## src/rtl/spi_regs_pkg.sv

```systemverilog
package spi_regs_pkg;

    localparam int ID_W      = 5;
    localparam int ADDR_W    = 7;
    localparam int LEN_W     = 16;
    localparam int BYTE_W    = 8;
    localparam int LANES     = 4;
    localparam int WORD_W    = LANES * BYTE_W;
    localparam int LANE_W    = $clog2(LANES);
    localparam int BIT_W     = $clog2(BYTE_W);
    localparam int PROT_REGS = 2;

    localparam logic [WORD_W-1:0] IDENT_WORD = 32'hB1AC_8A44;

    typedef enum logic [2:0] {
        PH_ID,
        PH_ADDR,
        PH_LEN_LO,
        PH_LEN_HI,
        PH_DATA
    } frame_phase_e;

    typedef struct packed {
        logic              id_ok;
        logic              is_read;
        logic [ADDR_W-1:0] addr;
        logic [LEN_W-1:0]  len;
    } frame_hdr_t;

    function automatic logic [WORD_W-1:0] status_word(input logic [BYTE_W-1:0] cores);
        return {8'h00, cores, 16'h0000};
    endfunction

    // Position of the outgoing bit: lane selects the byte, MSB sent first.
    function automatic logic [LANE_W+BIT_W-1:0] tx_index(input logic [LANE_W-1:0] lane,
                                                         input logic [BIT_W-1:0]  sent);
        return {lane, ~sent};
    endfunction

endpackage

```

## src/rtl/spi_pin_sync.sv

```systemverilog
module spi_pin_sync #(
    parameter int STAGES = 2
) (
    input  logic clk,
    input  logic rst,
    input  logic sck_pin,
    input  logic cs_n_pin,
    input  logic mosi_pin,
    output logic sck_rise,
    output logic sck_fall,
    output logic cs_active,
    output logic mosi_bit
);
    localparam int TAP = STAGES - 1;

    logic [STAGES-1:0] sck_p;
    logic [STAGES-1:0] cs_p;
    logic [STAGES-1:0] mosi_p;
    logic              sck_last;

    generate
        if (STAGES == 1) begin : g_single
            always_ff @(posedge clk) begin
                if (rst) begin
                    sck_p  <= '0;
                    cs_p   <= '1;
                    mosi_p <= '0;
                end else begin
                    sck_p  <= sck_pin;
                    cs_p   <= cs_n_pin;
                    mosi_p <= mosi_pin;
                end
            end
        end else begin : g_chain
            always_ff @(posedge clk) begin
                if (rst) begin
                    sck_p  <= '0;
                    cs_p   <= '1;
                    mosi_p <= '0;
                end else begin
                    sck_p  <= {sck_p[STAGES-2:0], sck_pin};
                    cs_p   <= {cs_p[STAGES-2:0], cs_n_pin};
                    mosi_p <= {mosi_p[STAGES-2:0], mosi_pin};
                end
            end
        end
    endgenerate

    always_ff @(posedge clk) begin
        if (rst) sck_last <= 1'b0;
        else     sck_last <= sck_p[TAP];
    end

    assign cs_active = ~cs_p[TAP];
    assign sck_rise  = cs_active & sck_p[TAP] & ~sck_last;
    assign sck_fall  = cs_active & ~sck_p[TAP] & sck_last;
    assign mosi_bit  = mosi_p[TAP];

endmodule

```

## src/rtl/spi_frame_ctrl.sv

```systemverilog
module spi_frame_ctrl
    import spi_regs_pkg::*;
(
    input  logic                 clk,
    input  logic                 rst,
    input  logic                 sck_rise,
    input  logic                 cs_active,
    input  logic                 mosi_bit,
    input  logic [ID_W-1:0]      chip_id,
    output logic                 fetch,
    output logic [ADDR_W-1:0]    fetch_addr,
    output logic                 wr_stb,
    output logic [ADDR_W-1:0]    wr_addr,
    output logic [WORD_W-1:0]    wr_data,
    output logic                 tx_en,
    output logic [LANE_W-1:0]    tx_lane,
    output logic [BIT_W-1:0]     bit_cnt
);
    localparam logic [LANE_W-1:0] LAST_LANE = LANE_W'(LANES - 1);

    frame_phase_e       phase;
    frame_hdr_t         hdr;
    logic [BYTE_W-1:0]  shreg;
    logic [LEN_W-1:0]   dcnt;
    logic [WORD_W-1:0]  wbuf;

    logic [BYTE_W-1:0]  byte_nx;
    logic               byte_done;
    logic               in_len;
    logic               more_after;
    logic [LANE_W-1:0]  lane;
    logic [LEN_W:0]     dnext;

    assign byte_nx    = {shreg[BYTE_W-2:0], mosi_bit};
    assign byte_done  = sck_rise && (bit_cnt == BIT_W'(BYTE_W - 1));
    assign in_len     = dcnt < hdr.len;
    assign lane       = dcnt[LANE_W-1:0];
    assign dnext      = {1'b0, dcnt} + 1'b1;
    assign more_after = dnext < {1'b0, hdr.len};

    always_ff @(posedge clk) begin
        if (rst || !cs_active) begin
            phase   <= PH_ID;
            hdr     <= '0;
            shreg   <= '0;
            bit_cnt <= '0;
            dcnt    <= '0;
            wbuf    <= '0;
            fetch   <= 1'b0;
            wr_stb  <= 1'b0;
            wr_addr <= '0;
            wr_data <= '0;
        end else begin
            fetch  <= 1'b0;
            wr_stb <= 1'b0;
            if (sck_rise) begin
                shreg   <= byte_nx;
                bit_cnt <= bit_cnt + 1'b1;
            end
            if (byte_done) begin
                unique case (phase)
                    PH_ID: begin
                        hdr.id_ok <= (byte_nx == {{(BYTE_W-ID_W){1'b0}}, chip_id});
                        phase     <= PH_ADDR;
                    end
                    PH_ADDR: begin
                        hdr.is_read <= byte_nx[BYTE_W-1];
                        hdr.addr    <= byte_nx[ADDR_W-1:0];
                        phase       <= PH_LEN_LO;
                    end
                    PH_LEN_LO: begin
                        hdr.len[BYTE_W-1:0] <= byte_nx;
                        phase               <= PH_LEN_HI;
                    end
                    PH_LEN_HI: begin
                        hdr.len[LEN_W-1:BYTE_W] <= byte_nx;
                        phase <= PH_DATA;
                        fetch <= hdr.id_ok && hdr.is_read &&
                                 ({byte_nx, hdr.len[BYTE_W-1:0]} != '0);
                    end
                    PH_DATA: begin
                        if (in_len) begin
                            dcnt <= dnext[LEN_W-1:0];
                            if (lane == LAST_LANE)
                                hdr.addr <= hdr.addr + 1'b1;
                            if (hdr.id_ok && !hdr.is_read) begin
                                if (lane == LAST_LANE) begin
                                    wr_stb  <= 1'b1;
                                    wr_addr <= hdr.addr;
                                    wr_data <= {byte_nx, wbuf[WORD_W-BYTE_W-1:0]};
                                end else begin
                                    wbuf[lane*BYTE_W +: BYTE_W] <= byte_nx;
                                end
                            end
                            if (hdr.id_ok && hdr.is_read && lane == LAST_LANE && more_after)
                                fetch <= 1'b1;
                        end
                    end
                    default: phase <= PH_ID;
                endcase
            end
        end
    end

    assign fetch_addr = hdr.addr;
    assign tx_en      = (phase == PH_DATA) && hdr.id_ok && hdr.is_read && in_len;
    assign tx_lane    = lane;

    AST_WR_SINGLE_CYCLE: assert property (@(posedge clk) disable iff (rst)
        wr_stb |=> !wr_stb);
    AST_WR_AT_BYTE_END: assert property (@(posedge clk) disable iff (rst)
        $rose(wr_stb) |-> $past(sck_rise));
    AST_FETCH_ONLY_READ: assert property (@(posedge clk) disable iff (rst)
        fetch |-> (tx_en && tx_lane == '0));

endmodule

```

## src/rtl/spi_tx_path.sv

```systemverilog
module spi_tx_path
    import spi_regs_pkg::*;
(
    input  logic                 clk,
    input  logic                 rst,
    input  logic                 sck_fall,
    input  logic                 cs_active,
    input  logic                 tx_en,
    input  logic [LANE_W-1:0]    tx_lane,
    input  logic [BIT_W-1:0]     bit_cnt,
    input  logic [WORD_W-1:0]    rd_word,
    output logic                 miso
);
    always_ff @(posedge clk) begin
        if (rst || !cs_active)
            miso <= 1'b1;
        else if (sck_fall)
            miso <= tx_en ? rd_word[tx_index(tx_lane, bit_cnt)] : 1'b1;
    end

    AST_MISO_IDLE_HIGH: assert property (@(posedge clk) disable iff (rst)
        !cs_active |=> miso);
    AST_MISO_CHANGES_ON_FALL: assert property (@(posedge clk) disable iff (rst)
        (cs_active && !sck_fall) |=> $stable(miso));

endmodule

```

## src/rtl/spi_reg_window.sv

```systemverilog
module spi_reg_window
    import spi_regs_pkg::*;
#(
    parameter int NUM_CORES = 8
) (
    input  logic                 clk,
    input  logic                 rst,
    input  logic                 fetch,
    input  logic [ADDR_W-1:0]    fetch_addr,
    input  logic                 wr_stb,
    input  logic [ADDR_W-1:0]    wr_addr,
    input  logic [WORD_W-1:0]    wr_data,
    input  logic [WORD_W-1:0]    bus_rd_data,
    output logic [WORD_W-1:0]    rd_word,
    output logic                 bus_rd_en,
    output logic                 bus_wr_en,
    output logic [ADDR_W-1:0]    bus_addr,
    output logic [WORD_W-1:0]    bus_wdata
);
    localparam logic [ADDR_W-1:0]  FIRST_EXT = ADDR_W'(PROT_REGS);
    localparam logic [BYTE_W-1:0]  CORES_B   = BYTE_W'(NUM_CORES);
    localparam logic [WORD_W-1:0]  STAT_WORD = status_word(CORES_B);

    assign bus_rd_en = fetch && (fetch_addr >= FIRST_EXT);
    assign bus_wr_en = wr_stb && (wr_addr >= FIRST_EXT);
    assign bus_addr  = wr_stb ? wr_addr : fetch_addr;
    assign bus_wdata = wr_data;

    always_ff @(posedge clk) begin
        if (rst) begin
            rd_word <= '1;
        end else if (fetch) begin
            if (fetch_addr == '0)
                rd_word <= IDENT_WORD;
            else if (fetch_addr == ADDR_W'(1))
                rd_word <= STAT_WORD;
            else
                rd_word <= bus_rd_data;
        end
    end

    AST_BUS_EXCLUSIVE: assert property (@(posedge clk) disable iff (rst)
        !(bus_rd_en && bus_wr_en));
    AST_IDENT_LOADED: assert property (@(posedge clk) disable iff (rst)
        (fetch && fetch_addr == '0) |=> (rd_word == IDENT_WORD));
    AST_STATUS_LOADED: assert property (@(posedge clk) disable iff (rst)
        (fetch && fetch_addr == ADDR_W'(1)) |=> (rd_word[23:16] == CORES_B));

endmodule

```

## src/rtl/spi_reg_slave.sv

```systemverilog
module spi_reg_slave
    import spi_regs_pkg::*;
#(
    parameter int NUM_CORES   = 8,
    parameter int SYNC_STAGES = 2
) (
    input  logic                 clk,
    input  logic                 rst,
    input  logic [ID_W-1:0]      chip_id,
    input  logic                 spi_sck,
    input  logic                 spi_cs_n,
    input  logic                 spi_mosi,
    output logic                 spi_miso,
    output logic                 bus_rd_en,
    output logic                 bus_wr_en,
    output logic [ADDR_W-1:0]    bus_addr,
    output logic [WORD_W-1:0]    bus_wdata,
    input  logic [WORD_W-1:0]    bus_rd_data
);
    logic                sck_rise;
    logic                sck_fall;
    logic                cs_active;
    logic                mosi_bit;
    logic                fetch;
    logic [ADDR_W-1:0]   fetch_addr;
    logic                wr_stb;
    logic [ADDR_W-1:0]   wr_addr;
    logic [WORD_W-1:0]   wr_data;
    logic                tx_en;
    logic [LANE_W-1:0]   tx_lane;
    logic [BIT_W-1:0]    bit_cnt;
    logic [WORD_W-1:0]   rd_word;

    spi_pin_sync #(.STAGES(SYNC_STAGES)) u_sync (
        .clk       (clk),
        .rst       (rst),
        .sck_pin   (spi_sck),
        .cs_n_pin  (spi_cs_n),
        .mosi_pin  (spi_mosi),
        .sck_rise  (sck_rise),
        .sck_fall  (sck_fall),
        .cs_active (cs_active),
        .mosi_bit  (mosi_bit)
    );

    spi_frame_ctrl u_frame (
        .clk        (clk),
        .rst        (rst),
        .sck_rise   (sck_rise),
        .cs_active  (cs_active),
        .mosi_bit   (mosi_bit),
        .chip_id    (chip_id),
        .fetch      (fetch),
        .fetch_addr (fetch_addr),
        .wr_stb     (wr_stb),
        .wr_addr    (wr_addr),
        .wr_data    (wr_data),
        .tx_en      (tx_en),
        .tx_lane    (tx_lane),
        .bit_cnt    (bit_cnt)
    );

    spi_reg_window #(.NUM_CORES(NUM_CORES)) u_window (
        .clk         (clk),
        .rst         (rst),
        .fetch       (fetch),
        .fetch_addr  (fetch_addr),
        .wr_stb      (wr_stb),
        .wr_addr     (wr_addr),
        .wr_data     (wr_data),
        .bus_rd_data (bus_rd_data),
        .rd_word     (rd_word),
        .bus_rd_en   (bus_rd_en),
        .bus_wr_en   (bus_wr_en),
        .bus_addr    (bus_addr),
        .bus_wdata   (bus_wdata)
    );

    spi_tx_path u_tx (
        .clk       (clk),
        .rst       (rst),
        .sck_fall  (sck_fall),
        .cs_active (cs_active),
        .tx_en     (tx_en),
        .tx_lane   (tx_lane),
        .bit_cnt   (bit_cnt),
        .rd_word   (rd_word),
        .miso      (spi_miso)
    );

    AST_NO_WRITE_PROTECTED: assert property (@(posedge clk) disable iff (rst)
        bus_wr_en |-> (bus_addr >= ADDR_W'(PROT_REGS)));
    AST_NO_STROBE_IDLE: assert property (@(posedge clk) disable iff (rst)
        (!cs_active && $past(!cs_active)) |-> !(bus_rd_en || bus_wr_en));

endmodule

```

## config.mk

```make
export PLATFORM = sky130hd
export DESIGN_NAME = spi_reg_slave
export DESIGN_NICKNAME = d
export VERILOG_FILES = /design/src/rtl/spi_regs_pkg.sv /design/src/rtl/spi_pin_sync.sv /design/src/rtl/spi_frame_ctrl.sv /design/src/rtl/spi_tx_path.sv /design/src/rtl/spi_reg_window.sv /design/src/rtl/spi_reg_slave.sv
export SDC_FILE = /design/constraint.sdc
export NUM_CORES = 1
export LEC_CHECK = 0
export CELL_PAD_IN_SITES_DETAIL_PLACEMENT = 0
export CELL_PAD_IN_SITES_GLOBAL_PLACEMENT = 2
export CORE_ASPECT_RATIO = 0.7
export CORE_MARGIN = 8
export CORE_UTILIZATION = 31
export DETAILED_ROUTE_END_ITERATION = 6
export PLACE_DENSITY_LB_ADDON = 0.1
export SYNTH_ARGS = -nofsm -noshare
export SYNTH_HDL_FRONTEND = slang
export SYNTH_SLANG_ARGS = --single-unit
```

## constraint.sdc

```tcl
create_clock -name clk -period 2.8 [get_ports clk]
set_input_delay 0.7 -clock clk [delete_from_list [all_inputs] [get_ports clk]]
set_output_delay 0.7 -clock clk [all_outputs]
set_load 0.05 [all_outputs]
```

==> impl_metrics.csv, run 1 <==
group,metric,value,unit
sta,min_period,2.71,ns
floorplanning,ios,84,
yosys,ys_seq_area_share,41.5,%
yosys,synth.ff_latch_count,159,
global_route,antenna_found_initial,1,
global_route,first_global_vias,6805,
sta,setup_viol,0,
floorplanning,rows,48,
sta,slew_headroom,46.2,%
sta,whs,0.413,ns
worst_setup_path,critPathKind,"flop to flop",
cells_and_area,instances_no_fill,1321,
clocking,clock_sinks,159,
route,ant_nets,0,
floorplanning,die_w,204,um
yosys,synthFlopType,"dfxtp_1",
worst_setup_path,critPathBufInv,3,
global_route,grt.total_usage,16.0,%
clocking,tritoncts,"done",
pwr,p_total,4.82,mW
clocking,clock_tree.root_cell,"clkbuf_16",
route,first_pass_iters,6,
sta,fin_crit_sh,96.9,%
job,maxCapViolations,0,
sta,fin_ws,0.0872,ns
cells_and_area,n_antenna_cell,0,
pwr,ir_drop,412,uV
worst_setup_path,cp-start-kind,"flop",
clocking,cts_buffers,17,
yosys,synth_edf_count,0,
sta,hold_viol_final,0,
placed_design,place_congestion,0.934,
worst_setup_path,required,3.14,ns
floorplanning,fp.coreArea,24500,um2
yosys,synth_area,7670,um2
cells_and_area,most-common-layout-cells,"dfxtp_1 (157), nand2_1 (128), nor2_1 (86), a21oi_1 (82), clkdlybuf4s50_1 (74)",
run_status,status,"complete, no violations",
floorplanning,die_area,30100,um2
global_route,gr-total-overflow,0,
clocking,clock_latency,0.43,ns
yosys,synth_cells,885,
worst_setup_path,arrival,3.05,ns
worst_setup_path,slowest_delay,0.34,ns
yosys,ys.warnings.count,0,
route,routed_wl,23600,um
worst_setup_path,crit_chain,"buf_4, and3_1, nand4_1, buf_4, nor3_1, buf_4, xor2_1, ha_1, a21oi_2, o21ai_1, nor4_2, o2111ai_1, o32ai_1",
route,drc,0,
pwr,power_density,490,nW/um2
placed_design,port_buffers,83,
clocking,max-clock-path-buffers,2,
route,first_iter_violations,399,
placed_design,dp.cells,1287,
worst_setup_path,crit_path_max_fanout,9,
global_route,grt_max_degree,53,
placed_design,pre_cts_ws,-0.0445,ns
cells_and_area,final_common_cell,"dfxtp_1",
worst_setup_path,worst_setup_path_end_kind,"flop",
pwr,p_leak,3.79,nW
sta,worst_pin_slew,0.805,ns
worst_setup_path,cp_common_cell,"buf_4",
cells_and_area,areaGrowthSynthToFinish,28.1,%
route,vias,6627,
sta,rsz0062_at_grt,"yes",
yosys,synth.distinct_cells,56,
sta,fin_worst_skew,0.0110,ns
global_route,grt_pass1_wl,38300,um
placed_design,hpwl,17200,um
yosys,syn_avg_cell_area,8.67,um2
clocking,htreeDepth,4,
yosys,synth_fp_nets,968,
route,via_per_inst,5.02,
cells_and_area,drive_gt1_share,12.4,%
yosys,ys_async_sr_fraction,0,%
sta,max_freq,369,MHz
cells_and_area,fin_nets,1067,
sta,maxSlewViolCount,0,
route,routedWlPerCell,17.8,um
worst_hold_path,hp-class,"flop to flop",
floorplanning,die_h,148,um
clocking,cts.clk_slew.worst_paths,0.07,ns
floorplanning,initial_core_util,31.3,%
sta,tns,0,ns
worst_setup_path,critPathSlowestCell,"dfxtp_1",
worst_setup_path,path_delay_family,"simple AND/OR/NAND/NOR gates",
routing by layer:
layer | wire [um] | part of all wire [%] | GRT usage, % | vias to the layer above
met5 | 0 | 0 | 0 | -
met4 | 382 | 1.6 | 4.45 | 0
met3 | 989 | 4.2 | 3.76 | 26
met2 | 10200 | 43 | 23.9 | 127
met1 | 12000 | 51 | 22.6 | 3195
li1 | - | - | - | 3279
path summary, 6_finish.rpt:
kind,from,to,slack [ns],depth (start not counted)
setup / recovery,u_frame.dcnt[1],u_frame.fetch,0.09,13
hold / removal,u_sync.cs_p[0],u_sync.cs_p[1],0.41,1
setup reg to reg,u_frame.dcnt[1],u_frame.fetch,0.09,13
hold reg to reg,u_sync.cs_p[0],u_sync.cs_p[1],0.41,1
cell usage after synthesis, drive strengths merged (2+ instances only):
cell type,instances,area [um2]
dfxtp,159,3180
nand2,128,480
nor2,89,337
a21oi,83,415
clkbuf,48,180
mux2i,46,460
ha,41,513
and2,26,163
inv,25,93.8
nand3,22,110
a221o,19,190
nand4,18,113
xnor2,17,149
nor3,14,75.1
o21ai,12,60.1
o21bai,12,90.1
buf,11,52.6
nor3b,9,67.6
o31ai,9,72.6
xor2,9,78.8
mux2,8,90.1
nor2b,7,43.8
nor4,7,43.8
mux4,6,135
or3,6,37.5
o211ai,5,37.5
a2111oi,4,55.1
and3,4,25.0
nand2b,4,25.0
nand3b,4,30.0
or2,4,25.0
a211o,3,26.3
a21boi,3,22.5
o21a,3,22.5
or4,3,22.5
a211oi,2,15.0
a21o,2,15.0
a31o,2,17.5
o31a,2,17.5
flip-flops by register name, summed over array words and instances (netlist names), 3 cells and up:
register and cells:
u_frame.wr_data 32, u_frame.shreg 7, u_frame.wr_addr 7, u_frame.fetch_addr 7, u_window.rd_word 32, u_frame.bit_cnt 3, u_frame.hdr 18, u_frame.wbuf 24
u_frame.dcnt 16, u_frame.phase 3
per-stage QoR:
stage               utilization [%]  instance area, um2
finish                         40.1                9820
global route                   40.1                9820
CTS                            39.8                9740
detailed placement             37.3                9130
global placement               37.3                9130
floorplan                         -                7680
final cells by class:
cell class	count	area, um2
fill	2422	14700
multi-input combinational	642	4220
sequential	159	3190
timing repair buffer	139	1320
clock buffer	19	443
tap	325	407
clock inverter	12	161
inverter	25	93.8
what timing repair did:
item                                    4_1_cts  5_1_grt
setup buffers                                 0        3
endpoints found under the setup margin        2       11
resized for setup                             2       20
pin swaps                                     0        8
hold buffers                                  0        0
cell families (layout without fill, tap and decap cells):
family                   Yosys count  count (layout)  synth area share (%)
multiplexers                      60              60                  8.94
adder cells (fa/ha/maj)           41              41                  6.69
AND/OR/NAND/NOR                  348             348                  21.2
XOR/XNOR                          26              26                  2.97
flip-flops                       159             159                  41.5
AO/OA/AOI/OAI                    167             167                  14.4
buffers and inverters             84             195                  4.26
power breakdown:
group | leakage [nW] | total, mW | internal (mW) | switching (mW)
logic | 2.22 | 0.114 | 0.0673 | 0.0471
clock network | 0.285 | 2.44 | 1.43 | 1.00
registers | 1.28 | 2.27 | 2.27 | 0.00274
total | 3.79 | 4.82 | 3.76 | 1.05
(Power assumes the default switching activity.)
==> run 2, diff against run 1 <==
Settings changed: SLEW_MARGIN from default to 20.
==> results of run 2 <==
The final DEF is identical to that of run 1; final timing and power are the same.
==> run 3, diff against run 2 <==
Settings changed: CAP_MARGIN from default to 10.
==> results of run 3 <==
The final DEF is identical to that of run 1; final timing and power are the same.
